--- src/rtl/mph_pkg.sv ---
package mph_pkg;
   localparam int unsigned MAX_PHASES = 8;

   function automatic int unsigned active_count(input logic hi, input int unsigned hi_n,
                                                input int unsigned lo_n);
      return hi ? hi_n : lo_n;
   endfunction
endpackage

--- src/rtl/mph_guard.sv ---
module mph_guard #(
   parameter int unsigned VID_W = 5
) (
   input  logic             clk,
   input  logic             rst_n,
   input  logic             ov_trip,
   input  logic             ov_release,
   input  logic             comp_low,
   input  logic [VID_W-1:0] vid,
   output logic             inhibit,
   output logic             ov_held
);
   logic no_cpu;

   generate
      if (VID_W < 1) begin : g_bad_vid
         $error("mph_guard: VID_W must be at least 1");
      end
   endgenerate

   assign no_cpu = &vid;

   always_ff @(posedge clk) begin
      if (!rst_n)
         ov_held <= 1'b0;
      else if (ov_trip)
         ov_held <= 1'b1;
      else if (ov_release)
         ov_held <= 1'b0;
   end

   assign inhibit = ov_trip | ov_held | comp_low | no_cpu;

   AST_OV_LATCHES: assert property (@(posedge clk) disable iff (!rst_n)
      (ov_held && !ov_release) |=> ov_held) else $error("ov latch lost");
endmodule

--- src/rtl/mph_ring.sv ---
module mph_ring #(
   parameter int unsigned NUM_PH = 3,
   parameter int unsigned LOW_PH = 2
) (
   input  logic              clk,
   input  logic              rst_n,
   input  logic              adv,
   input  logic              sel_hi,
   output logic [NUM_PH-1:0] fire_oh,
   output logic              mode_o
);
   import mph_pkg::*;
   localparam int unsigned PW = (NUM_PH > 1) ? $clog2(NUM_PH) : 1;

   logic [PW-1:0] nxt_q;
   logic [PW-1:0] fire_idx;
   logic [PW-1:0] last_idx;
   logic          mode_q;
   logic          restart;

   generate
      if (NUM_PH < 2 || NUM_PH > MAX_PHASES) begin : g_bad_n
         $error("mph_ring: NUM_PH out of range");
      end
      if (LOW_PH < 1 || LOW_PH > NUM_PH) begin : g_bad_low
         $error("mph_ring: LOW_PH out of range");
      end
   endgenerate

   assign restart  = (sel_hi != mode_q);
   assign fire_idx = restart ? '0 : nxt_q;
   assign last_idx = PW'(active_count(sel_hi, NUM_PH, LOW_PH) - 1);

   always_ff @(posedge clk) begin
      if (!rst_n) begin
         nxt_q  <= '0;
         mode_q <= 1'b0;
      end else if (adv) begin
         mode_q <= sel_hi;
         nxt_q  <= (fire_idx == last_idx) ? '0 : fire_idx + PW'(1);
      end
   end

   genvar gi;
   generate
      for (gi = 0; gi < NUM_PH; gi++) begin : g_dec
         assign fire_oh[gi] = (fire_idx == PW'(gi));
      end
   endgenerate

   assign mode_o = mode_q;

   AST_PTR_RANGE: assert property (@(posedge clk) disable iff (!rst_n)
      !mode_q |-> (nxt_q < PW'(LOW_PH))) else $error("pointer outside low mode");
   AST_MODE_HOLD: assert property (@(posedge clk) disable iff (!rst_n)
      !adv |=> $stable(mode_q)) else $error("mode changed off tick");
endmodule

--- src/rtl/mph_cell.sv ---
module mph_cell (
   input  logic clk,
   input  logic rst_n,
   input  logic set,
   input  logic clr,
   output logic q
);
   always_ff @(posedge clk) begin
      if (!rst_n)   q <= 1'b0;
      else if (clr) q <= 1'b0;
      else if (set) q <= 1'b1;
   end
endmodule

--- src/rtl/mph_sequencer.sv ---
module mph_sequencer #(
   parameter int unsigned NUM_PH = 3,
   parameter int unsigned LOW_PH = 2,
   parameter int unsigned VID_W  = 5
) (
   input  logic              clk,
   input  logic              rst_n,
   input  logic              tick,
   input  logic              trip,
   input  logic              three_ph,
   input  logic              ov_trip,
   input  logic              ov_release,
   input  logic              comp_low,
   input  logic [VID_W-1:0]  vid,
   output logic [NUM_PH-1:0] pwm
);
   logic              inhibit;
   logic              ov_held;
   logic              tick_ok;
   logic              mode_q;
   logic [NUM_PH-1:0] fire_oh;

   mph_guard #(.VID_W(VID_W)) u_guard (
      .clk(clk), .rst_n(rst_n), .ov_trip(ov_trip), .ov_release(ov_release),
      .comp_low(comp_low), .vid(vid), .inhibit(inhibit), .ov_held(ov_held)
   );

   assign tick_ok = tick & ~inhibit;

   mph_ring #(.NUM_PH(NUM_PH), .LOW_PH(LOW_PH)) u_ring (
      .clk(clk), .rst_n(rst_n), .adv(tick_ok), .sel_hi(three_ph),
      .fire_oh(fire_oh), .mode_o(mode_q)
   );

   genvar gi;
   generate
      for (gi = 0; gi < NUM_PH; gi++) begin : g_ph
         logic set_i, clr_i;
         assign set_i = tick_ok & fire_oh[gi];
         assign clr_i = inhibit | (tick_ok & ~fire_oh[gi]) | (trip & ~tick_ok);
         mph_cell u_cell (.clk(clk), .rst_n(rst_n), .set(set_i), .clr(clr_i), .q(pwm[gi]));
      end
   endgenerate

   AST_ONE_HOT: assert property (@(posedge clk) disable iff (!rst_n)
      $onehot0(pwm)) else $error("overlapping phases");
   AST_TICK_ONE: assert property (@(posedge clk) disable iff (!rst_n)
      (tick && !ov_trip && !ov_held && !comp_low && !(&vid)) |=> ($countones(pwm) == 1))
      else $error("tick raised no phase");
   AST_TRIP_CLR: assert property (@(posedge clk) disable iff (!rst_n)
      (trip && !tick) |=> (pwm == '0)) else $error("trip ignored");
   AST_OV_OFF: assert property (@(posedge clk) disable iff (!rst_n)
      ov_trip |=> (pwm == '0)) else $error("ov not forced low");
   AST_DIS_OFF: assert property (@(posedge clk) disable iff (!rst_n)
      comp_low |=> (pwm == '0)) else $error("disable not honoured");
   AST_NOCPU_OFF: assert property (@(posedge clk) disable iff (!rst_n)
      (&vid) |=> (pwm == '0)) else $error("no-cpu not honoured");
   AST_TOP_LOW: assert property (@(posedge clk) disable iff (!rst_n)
      !mode_q |-> !pwm[NUM_PH-1]) else $error("top phase in low mode");
endmodule

--- config.mk ---
export PLATFORM = sky130hd
export DESIGN_NAME = mph_sequencer
export DESIGN_NICKNAME = d
export VERILOG_FILES = /design/src/rtl/mph_pkg.sv /design/src/rtl/mph_guard.sv /design/src/rtl/mph_ring.sv /design/src/rtl/mph_cell.sv /design/src/rtl/mph_sequencer.sv
export SDC_FILE = /design/constraint.sdc
export NUM_CORES = 1
export LEC_CHECK = 0
export BUFFER_PORTS_ARGS = -buffer_cell sky130_fd_sc_hd__buf_2
export CORE_AREA = 4 4 41 43
export CTS_CLUSTER_DIAMETER = 60
export CTS_CLUSTER_SIZE = 20
export DETAILED_ROUTE_END_ITERATION = 12
export DIE_AREA = 0 0 45 47
export GPL_ROUTABILITY_DRIVEN = 0
export GPL_TIMING_DRIVEN = 1
export PLACE_DENSITY = 0.58
export RECOVER_POWER = 25
export SYNTH_ARGS = -nofsm -noshare
export SYNTH_HDL_FRONTEND = slang
export SYNTH_HIERARCHICAL = 1
export SYNTH_SLANG_ARGS = --single-unit
--- constraint.sdc ---
create_clock -name clk -period 1.6 [get_ports clk]
set_input_delay 0.08 -clock clk [delete_from_list [all_inputs] [get_ports clk]]
set_output_delay 0.08 -clock clk [all_outputs]
set_load 0.02 [all_outputs]
==> qor.yml <==
logic_synthesis:
  synth-edff-count: 0
  async_reset_ff_share_pct: 0
  yosys-top-cells-area: "dfxtp_1 (33%), nor3b_2 (8.9%), a21o_1 (5.4%)"
  synthFlopType: "dfxtp_1"
  synthXorXnorAreaFrac_pct: 2.083
  synth_nets: 62
  synth_top_family_by_area: "simple AND/OR/NAND/NOR gates"
  synth-simple-area-share_pct: 43.45
  synthMuxAreaShare_pct: 2.381
  synthAdderAreaFrac_pct: 2.976
  syn_inst: 48
  synth_cell_types: 24
  syn_avg_cell_area_um2: 8.758
  synth_top_area_share_pct: 33.33
  synth.most_common_cell: "dfxtp_1"
  synth_compound_area_share_pct: 14.88
  ys_ff_latch: 7
  ys_warn_count: 6
  netlist_area_um2: 420.4
  synth_top_area_cell: "dfxtp_1"
  ys_seq_area_share_pct: 33.33
  yosys-top-cells-count: "dfxtp_1 (7), nand2_1 (6), nor2_1 (5)"
worst_setup_path:
  critPathCaptureType: "flip-flop"
  regToRegStartpoint: "u_guard/ov_held"
  crit_path_start_kind: "flip-flop"
  critPathKind: "reg2reg"
  reg2reg_depth: 6
  worst_setup_path_endpoint: "u_ring/nxt_q[0]"
  crit_required_ns: 1.75
  cp-startpoint: "u_guard/ov_held"
  critPathArrivalTime_ns: 1.60
  worst-path-max-fanout: 7
  r2r-end: "u_ring/nxt_q[0]"
  rrSetupSlack_ns: 0.14
timing:
  period_minus_slack_ns: 1.455
  rsz0062_at_grt: "no"
  worst_slew_pin_slew_ns: 0.4063
  whs_ns: 0.04626
  finalClockSkew_ns: 0.001787
  finalHoldViolCount: 0
  fmax_ghz: 0.6871
  setup_tns_ns: 0
  slew_headroom_pct: 72.63
  finalSetupViolations: 0
  slew_violations: 0
  finalCritPeriodShare_pct: 90.96
drt:
  vias: 397
  finalWirelength_um: 967
  antenna_left: 0
  via_per_inst: 4.783
  drt_iter0_drc: 8
  detail_route.wl_per_cell_um: 11.65
  drc: 0
  dr.pass1.iters: 3
hold_path:
  min_path_type: "in2reg"
cts:
  cts_tree: "built"
  post_cts_resize_count: 0
  root_buffer: "clkbuf_4"
  numCtsBuffers: 3
  clk_path_buf_depth: 2
  post-cts-setup-buffers: 0
  cts_hold_buf: 0
  htreeDepth: 1
  clkTransAtPathRegs_ns: 0.06
  clk_latency_ns: 0.26
  cts_sinks: 7
power_and_ir_drop:
  clock_power_share_pct: 41.2
  p_total_mw: 0.4080
  p_sw_share_pct: 25.15
  power.switching_mw: 0.1026
  p_leak_nw: 0.2274
  p_int_mw: 0.3054
  power_density_nw_per_um2: 746.2
  ir_worst_vdd_v: 0.0005744
  seqPwrFrac_pct: 45.1
  combPwrFrac_pct: 13.7
layout:
  fin_nets: 83
  final_area_um2: 546.8
  nFillCells: 144
  final_cells: 83
  diodes: 0
  drive_above_1_share_pct: 36.76
  syn2layout_area_growth_pct: 30.06
  multi_input_area_um2: 276.5
  register_area_um2: 140.1
placed_design:
  dpl.cell_count: 79
  hpwlAfterDp_um: 738
  postPlaceCellArea_um2: 521.8
  io_buffers: 15
floorplanning:
  num_io_pins: 16
  initial_core_util_pct: 32.31
  fp.dieW_um: 45
  core_um2: 1301
  dieArea_um2: 2115
  die_y_um: 47
  core.rowCount: 13
grt:
  grt_pass1_wl_um: 1469
  grt_pass1_vias: 365
  globalRouteTotalUtil_pct: 10.52
  grt_max_degree: 9
  gr-total-overflow: 0
  antenna_found_initial: 0
run:
  cap_viol_max_count: 0
outcome:
  status: "completed"
[metal layers]
metal | vias to the layer above | share of wire, % | track usage [%]
li1 | 210 | - | -
met1 | 175 | 46 | 10.73
met2 | 8 | 46 | 16.67
met3 | 4 | 5.8 | 5.747
met4 | 0 | 2.2 | 7.018
met5 | - | 0 | 0
[sequential cells by signal, summed over array words and instances (netlist names)]
register,flops
g_ph.u_cell/q,3
u_ring/nxt_q,2
u_guard/ov_held,1
u_ring/mode_o,1
[power by group through the flow]
stage                     Sequential (mW)  Combinational (mW)  Clock [mW]
after floorplan                     0.187              0.0300           0
after global placement              0.188              0.0549           0
after detailed placement            0.188              0.0561           0
after CTS                           0.184              0.0565       0.178
after global routing                0.184              0.0623       0.189
final                               0.184              0.0561       0.168
[kinds of logic (layout without fill, tap and decap cells)]
logic type	count (synthesis)	count (layout)
compound gates	9	9
xor+xnor	1	1
fa+ha+maj	1	1
buf+inv	1	21
flops	7	7
mux	1	1
simple gates	28	28
[through the flow]
| step | setup slack (ns) | util (%) |
|---|---|---|
| 2_1_floorplan | 0.2122 | - |
| 3_3_place_gp | 0.2042 | 40.10 |
| 3_5_place_dp | 0.1639 | 40.10 |
| 4_1_cts | 0.1515 | 42.12 |
| 5_1_grt | 0.05676 | 42.02 |
| 6_report | 0.1446 | 42.02 |
[worst min-delay path by stage]
stage,startpoint,to,slack [ns],cells past startpoint
CTS,ov_trip,u_guard/ov_held,0.04,2
detailed placement,ov_trip,u_guard/ov_held,0.31,2
finish,ov_trip,u_guard/ov_held,0.05,2
global route,ov_trip,u_guard/ov_held,0.05,2
floorplan,rst_n,u_guard/ov_held,0.20,1
global placement,ov_trip,u_guard/ov_held,0.30,2
[final cells by class]
| cell class | instances | share of cell area, % |
|---|---|---|
| multi-input combinational | 40 | 50.57 |
| sequential | 7 | 25.63 |
| timing repair buffer | 16 | 14.87 |
| clock buffer | 4 | 4.805 |
| tap | 15 | 3.432 |
| inverter | 1 | 0.6865 |
[cell usage in the layout (no fill, tap or decap), types with 2 or more instances in the layout]
master	synthesis	routed
nor2_1	5	5
buf_2	0	14
nor2b_1	2	2
nor3_1	2	2
a21o_1	3	3
o21ai_0	2	2
clkbuf_4	0	3
dfxtp_1	7	7
clkbuf_1	0	2
nor3b_2	3	3
and2_1	3	3
nand2_1	6	6
[worst max-delay path, cell delays in order (launching register included)]
cell,delay (ns)
dfxtp_1,0.30
nor3_1,0.17
o21ai_0,0.19
nor2b_4,0.23
inv_1,0.08
and3_2,0.18
a41o_1,0.20
Note: power is estimated with default switching activity, not from simulation.
